--- config.mk ---
export PLATFORM = sky130hd
export DESIGN_NAME = adc_i2c_slave
export DESIGN_NICKNAME = d
export VERILOG_FILES = /design/src/rtl/i2cr_pkg.sv /design/src/rtl/i2cr_sync.sv /design/src/rtl/i2cr_evt.sv /design/src/rtl/i2cr_proto.sv /design/src/rtl/adc_i2c_slave.sv
export SDC_FILE = /design/constraint.sdc
export NUM_CORES = 1
export LEC_CHECK = 0
export BUFFER_PORTS_ARGS = -buffer_cell sky130_fd_sc_hd__buf_2
export CAP_MARGIN = 20
export CORE_MARGIN = 3
export CORE_UTILIZATION = 50
export DETAILED_ROUTE_END_ITERATION = 8
export PLACE_DENSITY = 0.69
export SETUP_SLACK_MARGIN = 0.1
export SLEW_MARGIN = 20
export SYNTH_ARGS = -nofsm -noshare
export SYNTH_HDL_FRONTEND = slang
export SYNTH_SLANG_ARGS = --single-unit
--- constraint.sdc ---
create_clock -name clk -period 2.5 [get_ports clk]
set_clock_uncertainty 0.1 [all_clocks]
set_input_delay 0.25 -clock clk [delete_from_list [all_inputs] [get_ports clk]]
set_output_delay 0.25 -clock clk [all_outputs]
set_load 0.05 [all_outputs]
--- src/rtl/i2cr_pkg.sv ---
package i2cr_pkg;
  typedef enum logic [2:0] {
    ST_IDLE,
    ST_ADDR,
    ST_AACK,
    ST_WDATA,
    ST_WACK,
    ST_RDATA,
    ST_RACK
  } i2cr_state_e;
endpackage

--- src/rtl/i2cr_sync.sv ---
// Multi-stage synchronizer with one extra history stage for edge detection.
module i2cr_sync #(
  parameter int W      = 2,
  parameter int STAGES = 2
) (
  input  logic         clk,
  input  logic         rst_n,
  input  logic [W-1:0] d,
  output logic [W-1:0] q,
  output logic [W-1:0] q_prev
);
  logic [STAGES:0][W-1:0] chain;

  always_ff @(posedge clk or negedge rst_n) begin
    if (!rst_n) chain <= '1;
    else        chain <= {chain[STAGES-1:0], d};
  end

  assign q      = chain[STAGES-1];
  assign q_prev = chain[STAGES];
endmodule

--- src/rtl/i2cr_evt.sv ---
// Bus event decode from synchronized current and previous samples.
module i2cr_evt (
  input  logic scl_q,
  input  logic scl_p,
  input  logic sda_q,
  input  logic sda_p,
  output logic scl_rise,
  output logic scl_fall,
  output logic start_ev,
  output logic stop_ev
);
  logic scl_held;
  assign scl_held = scl_q & scl_p;
  assign scl_rise = scl_q & ~scl_p;
  assign scl_fall = ~scl_q & scl_p;
  assign start_ev = scl_held & sda_p & ~sda_q;
  assign stop_ev  = scl_held & ~sda_p & sda_q;
endmodule

--- src/rtl/i2cr_proto.sv ---
// Byte-level protocol engine: address match, busy refusal, config write, result read.
module i2cr_proto
  import i2cr_pkg::*;
#(
  parameter logic [6:0] DEV_ADDR   = 7'b0010100,
  parameter logic [6:0] BCAST_ADDR = 7'b1110111,
  parameter int         RES_W      = 16
) (
  input  logic             clk,
  input  logic             rst_n,
  input  logic             scl_rise,
  input  logic             scl_fall,
  input  logic             sda_q,
  input  logic             start_ev,
  input  logic             stop_ev,
  input  logic             busy,
  input  logic [RES_W-1:0] result,
  output logic             mode,
  output logic             sda_oe,
  output logic             txn_end,
  output logic             read_all,
  output i2cr_state_e      st
);
  localparam int NBYTES = RES_W / 8;
  localparam int BW     = (NBYTES > 1) ? $clog2(NBYTES) : 1;
  localparam logic [BW-1:0] LAST_BYTE = BW'(NBYTES - 1);

  logic [7:0]       sh;
  logic [3:0]       cnt;
  logic [BW-1:0]    byte_idx;
  logic [RES_W-1:0] obuf;
  logic             rd, acked, mack, hit;

  assign hit = !busy && ((sh[7:1] == DEV_ADDR) || ((sh[7:1] == BCAST_ADDR) && !sh[0]));

  always_ff @(posedge clk or negedge rst_n) begin
    if (!rst_n) begin
      st       <= ST_IDLE;
      sh       <= '0;
      cnt      <= '0;
      byte_idx <= '0;
      obuf     <= '0;
      rd       <= 1'b0;
      acked    <= 1'b0;
      mack     <= 1'b1;
      mode     <= 1'b0;
      sda_oe   <= 1'b0;
      txn_end  <= 1'b0;
      read_all <= 1'b0;
    end else begin
      txn_end  <= 1'b0;
      read_all <= 1'b0;
      if (stop_ev) begin
        txn_end <= acked;
        acked   <= 1'b0;
        st      <= ST_IDLE;
        sda_oe  <= 1'b0;
      end else if (start_ev) begin
        st     <= ST_ADDR;
        cnt    <= '0;
        sda_oe <= 1'b0;
      end else begin
        case (st)
          ST_ADDR, ST_WDATA: begin
            if (scl_rise) begin
              sh  <= {sh[6:0], sda_q};
              cnt <= cnt + 4'd1;
            end else if (scl_fall && cnt == 4'd8) begin
              if (st == ST_WDATA) begin
                sda_oe <= 1'b1;
                st     <= ST_WACK;
              end else if (hit) begin
                sda_oe <= 1'b1;
                st     <= ST_AACK;
                rd     <= sh[0];
                acked  <= 1'b1;
                obuf   <= result;
              end else begin
                st <= ST_IDLE;
              end
            end
          end
          ST_AACK: if (scl_fall) begin
            cnt      <= '0;
            byte_idx <= '0;
            if (rd) begin
              st     <= ST_RDATA;
              sda_oe <= ~obuf[RES_W-1];
            end else begin
              st     <= ST_WDATA;
              sda_oe <= 1'b0;
            end
          end
          ST_WACK: if (scl_fall) begin
            sda_oe <= 1'b0;
            mode   <= sh[0];
            st     <= ST_IDLE;
          end
          ST_RDATA: if (scl_fall) begin
            obuf <= obuf << 1;
            if (cnt == 4'd7) begin
              sda_oe <= 1'b0;
              cnt    <= '0;
              if (byte_idx == LAST_BYTE) begin
                read_all <= 1'b1;
                st       <= ST_IDLE;
              end else begin
                st <= ST_RACK;
              end
            end else begin
              sda_oe <= ~obuf[RES_W-2];
              cnt    <= cnt + 4'd1;
            end
          end
          ST_RACK: begin
            if (scl_rise) mack <= sda_q;
            else if (scl_fall) begin
              if (!mack) begin
                st       <= ST_RDATA;
                sda_oe   <= ~obuf[RES_W-1];
                byte_idx <= byte_idx + 1'b1;
              end else begin
                st <= ST_IDLE;
              end
            end
          end
          default: ;
        endcase
      end
    end
  end
endmodule

--- src/rtl/adc_i2c_slave.sv ---
module adc_i2c_slave
  import i2cr_pkg::*;
#(
  parameter logic [6:0] DEV_ADDR   = 7'b0010100,
  parameter logic [6:0] BCAST_ADDR = 7'b1110111,
  parameter int         RES_W      = 16,
  parameter int         SYNC_STG   = 2
) (
  input  logic             clk,
  input  logic             rst_n,
  input  logic             scl_i,
  input  logic             sda_i,
  output logic             sda_oe_o,
  input  logic             conv_busy_i,
  input  logic [RES_W-1:0] result_i,
  output logic             mode_o,
  output logic             txn_end_o,
  output logic             read_all_o
);
  logic [1:0]  ln_q, ln_p;
  logic        scl_s, scl_rise, scl_fall, start_ev, stop_ev;
  i2cr_state_e st;

  i2cr_sync #(.W(2), .STAGES(SYNC_STG)) u_sync (
    .clk(clk), .rst_n(rst_n), .d({scl_i, sda_i}), .q(ln_q), .q_prev(ln_p)
  );

  assign scl_s = ln_q[1];

  i2cr_evt u_evt (
    .scl_q(ln_q[1]), .scl_p(ln_p[1]), .sda_q(ln_q[0]), .sda_p(ln_p[0]),
    .scl_rise(scl_rise), .scl_fall(scl_fall), .start_ev(start_ev), .stop_ev(stop_ev)
  );

  i2cr_proto #(.DEV_ADDR(DEV_ADDR), .BCAST_ADDR(BCAST_ADDR), .RES_W(RES_W)) u_proto (
    .clk(clk), .rst_n(rst_n), .scl_rise(scl_rise), .scl_fall(scl_fall), .sda_q(ln_q[0]),
    .start_ev(start_ev), .stop_ev(stop_ev), .busy(conv_busy_i), .result(result_i),
    .mode(mode_o), .sda_oe(sda_oe_o), .txn_end(txn_end_o), .read_all(read_all_o), .st(st)
  );
endmodule

# --- Word-level counts from Yosys, hierarchy flattened ---
# Index checks and enable logic that the tools add are counted.
# W data, S select, Z words.
classes:
  n_eq_ne: 35
  bitwise: 17
  div: 0
  reduce_logical: 24
  multipliers: 0
  shift: 0
  add_sub_neg: 2
  n_mux: 60
  magnitude_cmp: 0
op_table:
  columns: ["operator", "count"]
  rows:
  - ["$mux W16", 5]
  - ["$mux W3", 14]
  - ["$pmux W16 S2", 1]
  - ["$mux W1", 30]
  - ["$ne A4 B3 Y1 const B", 6]
  - ["$mux W4", 5]
  - ["$pmux W3 S5", 1]
  - ["$ne A2 B1 Y1 const B", 7]
  - ["$reduce_and A7 Y1", 2]
  - ["$ne A4 B4 Y1 const B", 3]
  - ["$pmux W4 S3", 1]
  - ["$reduce_and A4 Y1", 3]
  - ["$ne A2 B2 Y1 const B", 5]
  - ["$not A1 Y1", 10]
  - ["$reduce_and A10 Y1", 1]
  - ["$reduce_bool A2 Y1", 5]
  - ["$eq A3 B3 Y1 const B", 3]
  - ["$reduce_and A9 Y1", 1]
  - ["$reduce_and A8 Y1", 1]
  - ["$and A1 B1 Y1", 7]
  - ["$eq A7 B5 Y1 const B", 1]
  - ["$eq A7 B7 Y1 const B", 1]
  - ["$reduce_bool A7 Y1", 1]
  - ["$eq A3 B2 Y1 const B", 2]
  - ["other kinds (18)", 22]
word_totals:
  latchBits: 0
  output_inout_bits: 4
  memories: 0
  word_cells: 153
  ff_bits: 45
  in_bits: 21
  ram_bits: 0
  rom_bits: 0

# --- Logic depth before layout (Yosys ltp) ---
# Gate-level depths: netlist (run 1).
logic_depth:
  ltp_word: 11
  ltp_mapped: 7
  depth_no_buf: 7

# --- Hierarchy ---
# Synthesis (run 1) repeated with hierarchy kept, for this count alone.
hier_totals:
  cells_unflattened: 201
  hier_area_um2: 2447.3
modules_own_cells:
  columns: ["module", "area_each_um2", "instances", "seq_area_each_um2", "cells_per_inst"]
  rows:
  - ["i2cr_proto", 2227.1, 1, 977.2, 187]
  - ["i2cr_sync", 187.7, 1, 157.7, 10]
  - ["i2cr_evt", 32.5, 1, 0.0, 4]

# --- Worst setup path after synthesis (run 1) ---
# No wires, ideal clock.
synth_path:
  path_type: "register -> register"
  from: "register u_proto.sh[1]"
  to: "register u_proto.obuf[10]"
  arrival_ps: 1898
  setup_time_ps: 125
  period_less_slack_ps: 2123
  n_path_buf: 1
  path_slack_ps: 377
  t_required_ps: 2275
  path_stages_with_launch: 7
  cell_sequence: "dfrtp_1 -> or4_4 -> o21ai_4 -> nand4_4 -> a21oi_4 -> buf_12 -> mux2_4"
synth_via:
  elab_chain_cells: 6
  elab_cells_between_ends: 7
  classes_between: "3 x eq/ne; 4 x reduce/logical"
synth_rtl:
  columns: ["element", "line_no", "rtl"]
  rows:
  - ["from (decl)", "i2cr_proto.sv:28", "logic [7:0] sh;"]
  - ["from (signal assigned)", "i2cr_proto.sv:66", "sh <= {sh[6:0], sda_q};"]
  - ["$eq A7 B7 Y1", "i2cr_proto.sv:34", "assign hit = !busy && ((sh[7:1] == DEV_ADDR) || ((sh[7:1] == BCAST_ADDR) && !sh[0]));"]
  - ["$logic_and A1 B1 Y1", "i2cr_proto.sv:34", null]
  - ["$logic_or A1 B1 Y1 *", "i2cr_proto.sv:34", null]
  - ["$logic_and A1 B1 Y1 *", "i2cr_proto.sv:34", null]
  - ["$ne A2 B1 Y1 (no source line) *", null, null]
  - ["$reduce_and A8 Y1 (no source line) *", null, null]
  - ["to (signal assigned)", "i2cr_proto.sv:77", "obuf <= result;"]
  - ["to (signal assigned)", "i2cr_proto.sv:100", "obuf <= obuf << 1;"]
  - ["to (decl)", "i2cr_proto.sv:31", "logic [RES_W-1:0] obuf;"]
# Mark *: on every way between the ends. The rest lies on a longest branch, timed or not.
# A chain may end at the register's enable or synchronous reset.

# --- Worst setup path in the final report (run 1) ---
layout_path:
  from: "register u_proto.sh[1]"
  to: "register u_proto.obuf[7]"
# Same word-level chain as after synthesis.

==> results of run 1 <==
## metrics by stage
| stage | instance area [sq um] | instances | worst slack (ns) | utilization [%] | total power [mW] |
|---|---|---|---|---|---|
| floorplan | 2490 | 211 | 0.3767 | - | 2.084 |
| global placement | 2664 | 297 | 0.3797 | 56.03 | 2.285 |
| detailed placement | 2664 | 297 | 0.3436 | 56.03 | 2.312 |
| CTS | 2804 | 307 | 0.3350 | 58.97 | 2.894 |
| global route | 2804 | 307 | 0.2612 | 58.97 | 3.076 |
| finish | 2804 | 307 | 0.3395 | 58.97 | 2.871 |
## critical path, cell delays in order, from the launching register on
cell	delay, ns
dfrtp_1	0.41
or4_4	0.55
o21ai_4	0.10
nand4_4	0.15
a21oi_4	0.21
buf_12	0.18
mux2_2	0.35
## sequential cells by signal, indices dropped and copies added (netlist names)
signal and count:
u_proto.obuf 16, u_proto.sh 8, u_proto.cnt 4, u_proto.st 3
u_sync.chain 2, u_sync.q 2, u_sync.q_prev 2, u_proto.acked 1
u_proto.byte_idx 1, u_proto.mack 1, u_proto.mode 1, u_proto.rd 1
u_proto.read_all 1, u_proto.sda_oe 1, u_proto.txn_end 1
## routing by layer
layer | GRT usage [%] | wire, microns
met5 | 0 | 0
met4 | 5.616 | 97
met3 | 3.901 | 238
met2 | 25.40 | 2194
met1 | 24.12 | 2140
## final cells by class
cell class              count  area [sq um]  area share [%]
multi-input cells         145          1234           44.00
repair buffers             31         190.2           6.783
inverters                  11         41.29           1.473
well taps                  67         83.83           2.990
flip-flops and latches     45          1135           40.47
clock inverters             2         37.54           1.339
clock buffers               6         82.58           2.945
## worst paths after layout
kind	from	endpoint	slack [ns]
max reg2reg	u_proto.sh[1]	u_proto.obuf[7]	0.34
min in group clk	result_i[0]	u_proto.obuf[0]	0.10
max in group asynchronous	rst_n	u_sync.q_prev[1]	1.63
min	rst_n	u_proto.txn_end	-0.02
max	u_proto.sh[1]	u_proto.obuf[7]	0.34
min reg2reg	u_sync.chain[0]	u_sync.q[0]	0.26
## where the power goes
part | internal [mW] | switching, mW
sequential | 0.987 | 0.239
clock | 0.325 | 0.248
combinational | 0.597 | 0.476
## placed cells by master, fill, tap and decap left out, drive strengths merged, types with 2 or more instances in the layout
cell         Yosys  routed
mux2            41      41
dfrtp           38      38
buf              6      29
o21ai           17      17
inv             11      11
a21oi            9       9
nand2b           8       8
nand2            8       8
nand3            8       8
nor2             7       7
dfstp            7       7
clkbuf           4       6
nor3             5       5
nand4b           3       3
o211ai           3       3
mux2i            3       3
nand3b           2       2
and4bb           2       2
a21o             2       2
nor3b            2       2
ha               2       2
dlygate4sd3      0       2
nand4            2       2
## kinds of logic (layout without fill, tap and decap cells)
| family | count (synthesis) | count (layout) | share of synthesized area (%) |
|---|---|---|---|
| AO/OA/AOI/OAI | 44 | 44 | 13.07 |
| XOR/XNOR | 1 | 1 | 0.3518 |
| adder cells (fa/ha/maj) | 2 | 2 | 1.005 |
| buffers and inverters | 21 | 50 | 4.874 |
| flip-flops | 45 | 45 | 45.58 |
| multiplexers | 44 | 44 | 21.11 |
| AND/OR/NAND/NOR | 54 | 54 | 14.02 |
==> metrics.yaml, run 1 <==
outcome: "finished with violations"
violations: "negative hold slack"
synth_nets: 234
first_global_vias: 1643
layout-drive-gt1-share_pct: 39.17
synth_commonest_cells: "dfrtp_1 (38), mux2_2 (31), o21ai_0 (16), inv_1 (11), mux2_4 (9)"
rsz0062_at_grt: "no"
yosysMostFrequentCell: "dfrtp_1"
clockBufferDepth: 2
dieArea_sq_um: 5862
first_iter_violations: 185
core.rowCount: 25
fillers: 413
drc: 0
async_flop_share_pct: 100.0
min_path_type: "input pin to async pin"
critPathLaunchType: "flop"
clkTransAtPathRegs_ns: 0.08
place_congestion: 0.9069
ctsResizeCount: 0
syn_to_final_growth_pct: 12.61
grt_usage_pct: 16.90
wirelength_mm: 4.669
wl_per_cell_microns: 15.21
hold_violations: 26
hpwl_mm: 3.185
yosysWarnings: 0
cts_sinks: 45
htreeDepth: 2
min_period_over_period_pct: 86.42
clock_latency_ns: 0.29
whs_ns: -0.01857
synth_top_area_share_pct: 38.19
endpoint_kind: "flop"
synth-edff-count: 0
cap_violations: 0
grt_pass1_wl_mm: 8.031
numCtsBuffers: 5
synth_area_leader_cell: "dfrtp_1"
max_freq_mhz: 462.9
ant_nets: 0
cts_root_buf: "clkbuf_8"
synth_seq_cells: 45
syn_avg_cell_area_sq_um: 11.80
crit_type: "flop to flop"
synth_cell_type_count: 53
drt_first_pass_iters: 5
synth.yosys.seq_area_share_pct: 45.58
port-buffer-count: 24
core-area_sq_um: 4755
fin_nets: 262
fin_setup_tns_ns: 0
tightest_slew_ns: 0.9151
synth_area_leaders: "dfrtp_1 (38%), mux2_2 (14%), dfstp_2 (7.4%)"
synth_area_sq_um: 2490
cts_tree: "yes"
worstRegToRegCells: 6
fp.dieH_microns: 76.57
setup_viol: 0
start_util_pct: 52.37
syn_inst: 211
dieWidth_microns: 76.57
grt_max_degree: 44
finalMaxSlewViolations: 0
ir_drop_uv: 579.0
hold_buffers: 2
relSlewSlack_pct: 38.99
diodes: 0
yosys_most_used_dff: "dfrtp_1"
cp.arrival_ns: 2.25
cp_data_required_time_ns: 2.59
cp_max_fo: 16
grt-ovfl-total: 0
pin_count: 25
antenna_found_initial: 0
vias: 1713
power_density_nw_per_um2: 1024
fin_crit_ns: 2.160
post-cts-setup-buffer-count: 0
drt-vias-per-instance: 5.580
leakagePower_nw: 1.209
(Power assumes the default switching activity.)
==> run 2: changes to the inputs <==
--- a/config.mk
+++ b/config.mk
@@ -5,12 +5,11 @@
 export SDC_FILE = /design/constraint.sdc
 export NUM_CORES = 1
 export LEC_CHECK = 0
-export BUFFER_PORTS_ARGS = -buffer_cell sky130_fd_sc_hd__buf_2
 export CAP_MARGIN = 20
 export CORE_MARGIN = 3
 export CORE_UTILIZATION = 50
 export DETAILED_ROUTE_END_ITERATION = 8
-export PLACE_DENSITY = 0.69
+export DONT_BUFFER_PORTS = 1
 export SETUP_SLACK_MARGIN = 0.1
 export SLEW_MARGIN = 20
 export SYNTH_ARGS = -nofsm -noshare
==> run 2 against run 1 <==
Largest cell class unchanged. Hold slack better by 0.13 ns. Design area fell by 3.9%. Maximum frequency fell by 0.67%. Non-clock buffer count is 21 lower. Critical path depth down 1. Wire length is 6.3% higher. Sequential power barely moved. Core utilization is 2.3 points lower. The run now ends clean.
==> metrics.yaml, run 2 (synthesis gave the netlist of run 1 again) <==
cts_sinks: 45  # unchanged
cts_tree: "yes"  # unchanged
hpwl_mm: 3.439  # was 3.185 mm
cpMaxStageDelayCell: "or4_4"  # unchanged
power_density_nw_per_um2: 1021  # was 1024 nW/um^2
slowest_delay_ns: 0.55  # about the same
finalMaxSlewViolations: 0  # unchanged
top_register: "u_proto.obuf"  # unchanged
dpl-instance-area_sq_um: 2544  # was 2664 sq um
hold_violations: 0  # was 26
cts_root_buf: "clkbuf_8"  # unchanged
min_path_type: "input pin to flop"  # was input pin to async pin
cp_data_required_time_ns: 2.58  # was 2.59 ns
rsz0062_at_grt: "no"  # unchanged
drc: 0  # unchanged
p_switching_mw: 0.9716  # was 0.9620 mW
fp.dieH_microns: 76.57  # unchanged
crit_type: "flop to flop"  # unchanged
dieArea_sq_um: 5862  # unchanged
grt_max_degree: 46  # was 44
final_common_cell: "dfrtp_1"  # unchanged
vias: 1703  # was 1713
diodes: 0  # unchanged
grt_pass1_wl_mm: 8.625  # was 8.031 mm
numCtsBuffers: 5  # unchanged
r2r-end: "u_proto.rd"  # was u_proto.obuf[7]
worstRegToRegCells: 5  # was 6
wirelength_mm: 4.965  # was 4.669 mm
grt-ovfl-total: 0  # unchanged
post-route-util_pct: 56.66  # was 58.97%
htreeDepth: 2  # unchanged
place_congestion: 0.9376  # was 0.9069
leakagePower_nw: 1.117  # was 1.209 nW
critPathLaunchType: "flop"  # unchanged
fin_setup_tns_ns: 0  # unchanged
cp_max_fo: 4  # was 16
post-place-cells: 273  # was 297
worst-r2r-setup-slack_ns: 0.32  # was 0.34 ns
design_area_sq_um: 2694  # was 2804 sq um
setup_ws_ns: 0.3249  # was 0.3395 ns
r2r_start: "u_proto.sh[1]"  # unchanged
cp.arrival_ns: 2.25  # about the same
p_clk_share_pct: 15.5  # was 19.9%
min_period_over_period_pct: 87.00  # was 86.42%
internal_power_mw: 1.779  # was 1.909 mW
p_seq_share_pct: 45.0  # was 42.7%
fin_nets: 241  # was 262
swShare_pct: 35.33  # was 33.50%
syn_to_final_growth_pct: 8.191  # was 12.61%
first_global_vias: 1740  # was 1643
drt_first_pass_iters: 4  # was 5
setup_viol: 0  # unchanged
comb_power_share_pct: 39.6  # was 37.4%
layout-drive-gt1-share_pct: 31.96  # was 39.17%
ir_drop_uv: 555.3  # was 579.0 uV
pin_count: 25  # unchanged
grt_usage_pct: 18.41  # was 16.90%
dp_slack_ns: 0.3373  # was 0.3436 ns
dieWidth_microns: 76.57  # unchanged
worstHoldStart: "result_i[1]"
max_freq_mhz: 459.8  # was 462.9 MHz
endpoint_kind: "flop"  # unchanged
port-buffer-count: 0  # was 24
tightest_slew_ns: 0.5144  # was 0.9151 ns
ant_nets: 0  # unchanged
antenna_found_initial: 0  # unchanged
crit_family: "simple AND/OR/NAND/NOR gates"  # unchanged
critPathLaunch: "u_proto.sh[1]"  # unchanged
wl_per_cell_microns: 17.36  # was 15.21 microns
total_power_mw: 2.750  # was 2.871 mW
fin_cells: 286  # was 307
clkTransAtPathRegs_ns: 0.08  # about the same
drt-vias-per-instance: 5.955  # was 5.580
core.rowCount: 25  # unchanged
relSlewSlack_pct: 65.71  # was 38.99%
worst_hold_path.endpoint: "u_proto.obuf[1]"
cp_num_buf_inv: 0  # was 1
first_iter_violations: 138  # was 185
clock_latency_ns: 0.29  # about the same
core-area_sq_um: 4755  # unchanged
fin_crit_ns: 2.175  # was 2.160 ns
cap_violations: 0  # unchanged
layout_common_cells: "dfrtp_1 (38), mux2_2 (31), o21ai_0 (16)"  # was dfrtp_1 (38), mux2_2 (31), buf_2 (24)
clockBufferDepth: 2  # unchanged
cp_cell_sequence: "or4_4 -> o21ai_4 -> nand4_4 -> a2111oi_4 -> mux2_1"  # was or4_4 -> o21ai_4 -> nand4_4 -> a21oi_4 -> buf_12 -> mux2_2
reg.largest.list: "u_proto.obuf (16), u_proto.sh (8), u_proto.cnt (4)"  # unchanged
whs_ns: 0.1152  # was -0.01857 ns
largest_register_ffs: 16  # unchanged
post-cts-setup-buffer-count: 0  # unchanged
start_util_pct: 52.37  # unchanged
hold_path_depth: 3
outcome: "finished, final reports clean"  # was finished with violations
[run 2: cell count changes in the layout (fill, tap and decap cells not counted), sizes merged]
cell         change
buf             -23
clkinv           +2
dlygate4sd3      +2
bufinv           -1
clkinvlp         -1
[run 2: routing by layer]
metal  vias to the layer above  part of all wire, %  GRT usage, %  wire [microns]
met5                         -                    0             0               0
met4                         0                  1.6         7.065              81
met3                         7                  6.0         5.319             299
met2                        61                   49         28.21            2453
met1                       854                   43         24.69            2130
li1                        781                    -             -               -
[run 2: worst reg2reg max path: stages, from the launching register on]
cell,delay (ns)
dfrtp_1,0.41
or4_4,0.56
o21ai_4,0.10
nand4_4,0.16
a2111oi_4,0.40
mux2_1,0.35
[run 2: what timing repair did]
action,4_1_cts,5_1_grt
resized for setup,0,0
hold endpoints to repair,48,0
hold buffers,5,0
endpoints found under the setup margin,0,0
[run 2: worst max-delay path by stage]
stage / endpoint / cells past startpoint / slack [ns]
after detailed placement: u_proto.rd / 5 / 0.34
after floorplan: u_proto.obuf[10] / 6 / 0.38
final: u_proto.rd / 5 / 0.32
after global routing: u_proto.rd / 5 / 0.25
after CTS: u_proto.rd / 5 / 0.31
after global placement: u_proto.rd / 5 / 0.37
[run 2: cell type report]
class,instances,area (sq um)
clock buffer,6,72.57
timing repair buffer,10,117.6
clock inverter,2,10.01
inverter,11,41.29
fill,443,2061
multi-input combinational,145,1234
tap,67,83.83
sequential,45,1135
[run 2: power by group through the flow]
stage                     sequential [mW]  clock (mW)  combinational [mW]
final                                1.24       0.426                1.09
after global routing                 1.28       0.481                1.20
after CTS                            1.24       0.451                1.09
after detailed placement             1.25           0                1.06
after global placement               1.23           0                1.02
after floorplan                      1.16           0               0.923
==> run 3: changes to the inputs <==
--- a/config.mk
+++ b/config.mk
@@ -6,6 +6,7 @@
 export NUM_CORES = 1
 export LEC_CHECK = 0
 export CAP_MARGIN = 20
+export CORE_ASPECT_RATIO = 0.5
 export CORE_MARGIN = 3
 export CORE_UTILIZATION = 50
 export DETAILED_ROUTE_END_ITERATION = 8
==> run 3 against run 2 <==
Non-clock buffer count up 1. Cell count unchanged. Clock-buffer cell count unchanged. Maximum frequency up 0.51%. Largest power group unchanged. Highest routed layer unchanged.
==> metrics.yaml, run 3 (synthesis gave the netlist of run 1 again) <==
fillers: 405  # was 443
crit_type: "flop to flop"  # unchanged
final_common_cell: "dfrtp_1"  # unchanged
tightest_slew_ns: 0.5020  # was 0.5144 ns
grt_max_degree: 46  # unchanged
regArea_sq_um: 1135  # unchanged
gr-usage-met1_pct: 24.83  # was 24.69%
ant_nets: 0  # unchanged
cp_max_fo: 4  # unchanged
cpMaxStageDelayCell: "or4_4"  # unchanged
rsz0062_at_grt: "no"  # unchanged
post-cts-setup-buffer-count: 0  # unchanged
wirelength_mm: 4.850  # was 4.965 mm
min_period_over_period_pct: 86.56  # was 87.00%
cp_data_required_time_ns: 2.60  # was 2.58 ns
wl_per_cell_microns: 16.96  # was 17.36 microns
fin_nets: 242  # was 241
min_path_type: "input pin to flop"  # unchanged
fp.dieH_microns: 55.90  # was 76.57 microns
cp_num_buf_inv: 0  # unchanged
cts_sinks: 45  # unchanged
crit_family: "simple AND/OR/NAND/NOR gates"  # unchanged
critPathLaunchType: "flop"  # unchanged
endpoint_kind: "flop"  # unchanged
multi_input_area_sq_um: 1234  # unchanged
hold_violations: 0  # unchanged
first_global_vias: 1621  # was 1740
layout-drive-gt1-share_pct: 32.27  # was 31.96%
top_register: "u_proto.obuf"  # unchanged
clkTransAtPathRegs_ns: 0.09  # was 0.08 ns
htreeDepth: 2  # unchanged
largest_register_ffs: 16  # unchanged
dieWidth_microns: 105.8  # was 76.57 microns
setup_viol: 0  # unchanged
comb_power_share_pct: 39.7  # was 39.6%
p_clk_share_pct: 16.5  # was 15.5%
grtUsageMet2_pct: 26.27  # was 28.21%
grt_pass1_wl_mm: 8.252  # was 8.625 mm
finalMaxSlewViolations: 0  # unchanged
start_util_pct: 54.19  # was 52.37%
first_iter_violations: 48  # was 138
port-buffer-count: 0  # unchanged
ir_drop_uv: 511.5  # was 555.3 uV
grt_usage_pct: 17.97  # was 18.41%
clock_latency_ns: 0.30  # was 0.29 ns
place_congestion: 0.8546  # was 0.9376
power_density_nw_per_um2: 1025  # was 1021 nW/um^2
drt_first_pass_iters: 5  # was 4
syn_to_final_growth_pct: 8.694  # was 8.191%
hpwl_mm: 3.248  # was 3.439 mm
numCtsBuffers: 5  # unchanged
relSlewSlack_pct: 66.53  # was 65.71%
grt_util_met3_pct: 6.605  # was 5.319%
diodes: 0  # unchanged
leakagePower_nw: 1.118  # was 1.117 nW
fin_setup_tns_ns: 0  # unchanged
cp_cell_sequence: "or4_4 -> o21ai_4 -> nand4_4 -> a2111oi_4 -> mux2_1"  # unchanged
max_freq_mhz: 462.1  # was 459.8 MHz
cts_tree: "yes"  # unchanged
grt-ovfl-total: 0  # unchanged
p_seq_share_pct: 43.8  # was 45.0%
slowest_delay_ns: 0.55  # about the same
drt-vias-per-instance: 5.766  # was 5.955
vias: 1649  # was 1703
post-place-cells: 273  # unchanged
internal_power_mw: 1.792  # was 1.779 mW
p_switching_mw: 0.9828  # was 0.9716 mW
layout_common_cells: "dfrtp_1 (38), mux2_2 (31), o21ai_0 (16)"  # unchanged
outcome: "finished, final reports clean"  # unchanged
antenna_found_initial: 0  # unchanged
cap_violations: 0  # unchanged
dieArea_sq_um: 5914  # was 5862 sq um
grt_most_used_layer: "met2"  # unchanged
drc: 0  # unchanged
fin_crit_ns: 2.164  # was 2.175 ns
reg.largest.list: "u_proto.obuf (16), u_proto.sh (8), u_proto.cnt (4)"  # unchanged
clockBufferDepth: 2  # unchanged
cts_root_buf: "clkbuf_8"  # unchanged
cp.arrival_ns: 2.26  # was 2.25 ns
core.rowCount: 17  # was 25
core-area_sq_um: 4594  # was 4755 sq um
pin_count: 25  # unchanged
swShare_pct: 35.42  # was 35.33%
fin_cells: 286  # unchanged
==> run 3: tightest hold or removal path: stages <==
cell and delay [ns]:
nand2_1 0.03, o21ai_0 0.07, mux2_4 0.14
==> run 3: power by group through the flow <==
stage / logic, mW / registers [mW] / clock network (mW)
floorplan: 0.923 / 1.16 / 0
global placement: 1.07 / 1.22 / 0
detailed placement: 1.08 / 1.23 / 0
CTS: 1.11 / 1.22 / 0.477
global route: 1.21 / 1.26 / 0.514
finish: 1.10 / 1.22 / 0.457
==> run 3: path summary, 6_finish.rpt <==
| check | cells after the start | slack (ns) | end | start |
|---|---|---|---|---|
| max | 5 | 0.34 | u_proto.rd | u_proto.sh[1] |
| min | 3 | 0.11 | u_proto.obuf[1] | result_i[1] |
| max reg2reg | 5 | 0.34 | u_proto.rd | u_proto.sh[1] |
| min reg2reg | 0 | 0.26 | u_sync.q[1] | u_sync.chain[1] |
| max in group asynchronous | 2 | 1.68 | u_proto.mack | rst_n |
| min in group asynchronous | 2 | 0.34 | u_proto.txn_end | rst_n |
==> run 3: layout make-up <==
| type | instances | share of cell area (%) |
|---|---|---|
| multi-input cells | 145 | 45.58 |
| flip-flops and latches | 45 | 41.93 |
| repair buffers | 11 | 4.623 |
| well taps | 66 | 3.051 |
| clock buffers | 6 | 2.681 |
| inverters | 11 | 1.526 |
| clock inverters | 2 | 0.6010 |
==> run 3: layer usage <==
layer	up-vias	wire [microns]	share of wire, %
li1	793	-	-
met1	813	2454	51
met2	39	2086	43
met3	4	280	5.8
met4	0	27	0.56
met5	-	0	0
==> run 3: repair_timing <==
item,4_1_cts,5_1_grt
gates resized for setup,0,0
hold buffers,5,0
endpoints found under the hold margin,48,0
==> run 3: metrics by stage <==
| step | util, % | cell area, sq um | hold WS [ns] | power (mW) | worst slack, ns |
|---|---|---|---|---|---|
| detailed placement | 55.50 | 2550 | -0.1442 | 2.307 | 0.3323 |
| CTS | 58.91 | 2706 | 0.08897 | 2.802 | 0.3246 |
| global route | 58.91 | 2706 | 0.09445 | 2.981 | 0.2454 |
| floorplan | - | 2490 | -0.1456 | 2.084 | 0.3767 |
| finish | 58.91 | 2706 | 0.1077 | 2.775 | 0.3359 |
| global placement | 55.50 | 2550 | -0.1443 | 2.284 | 0.3729 |
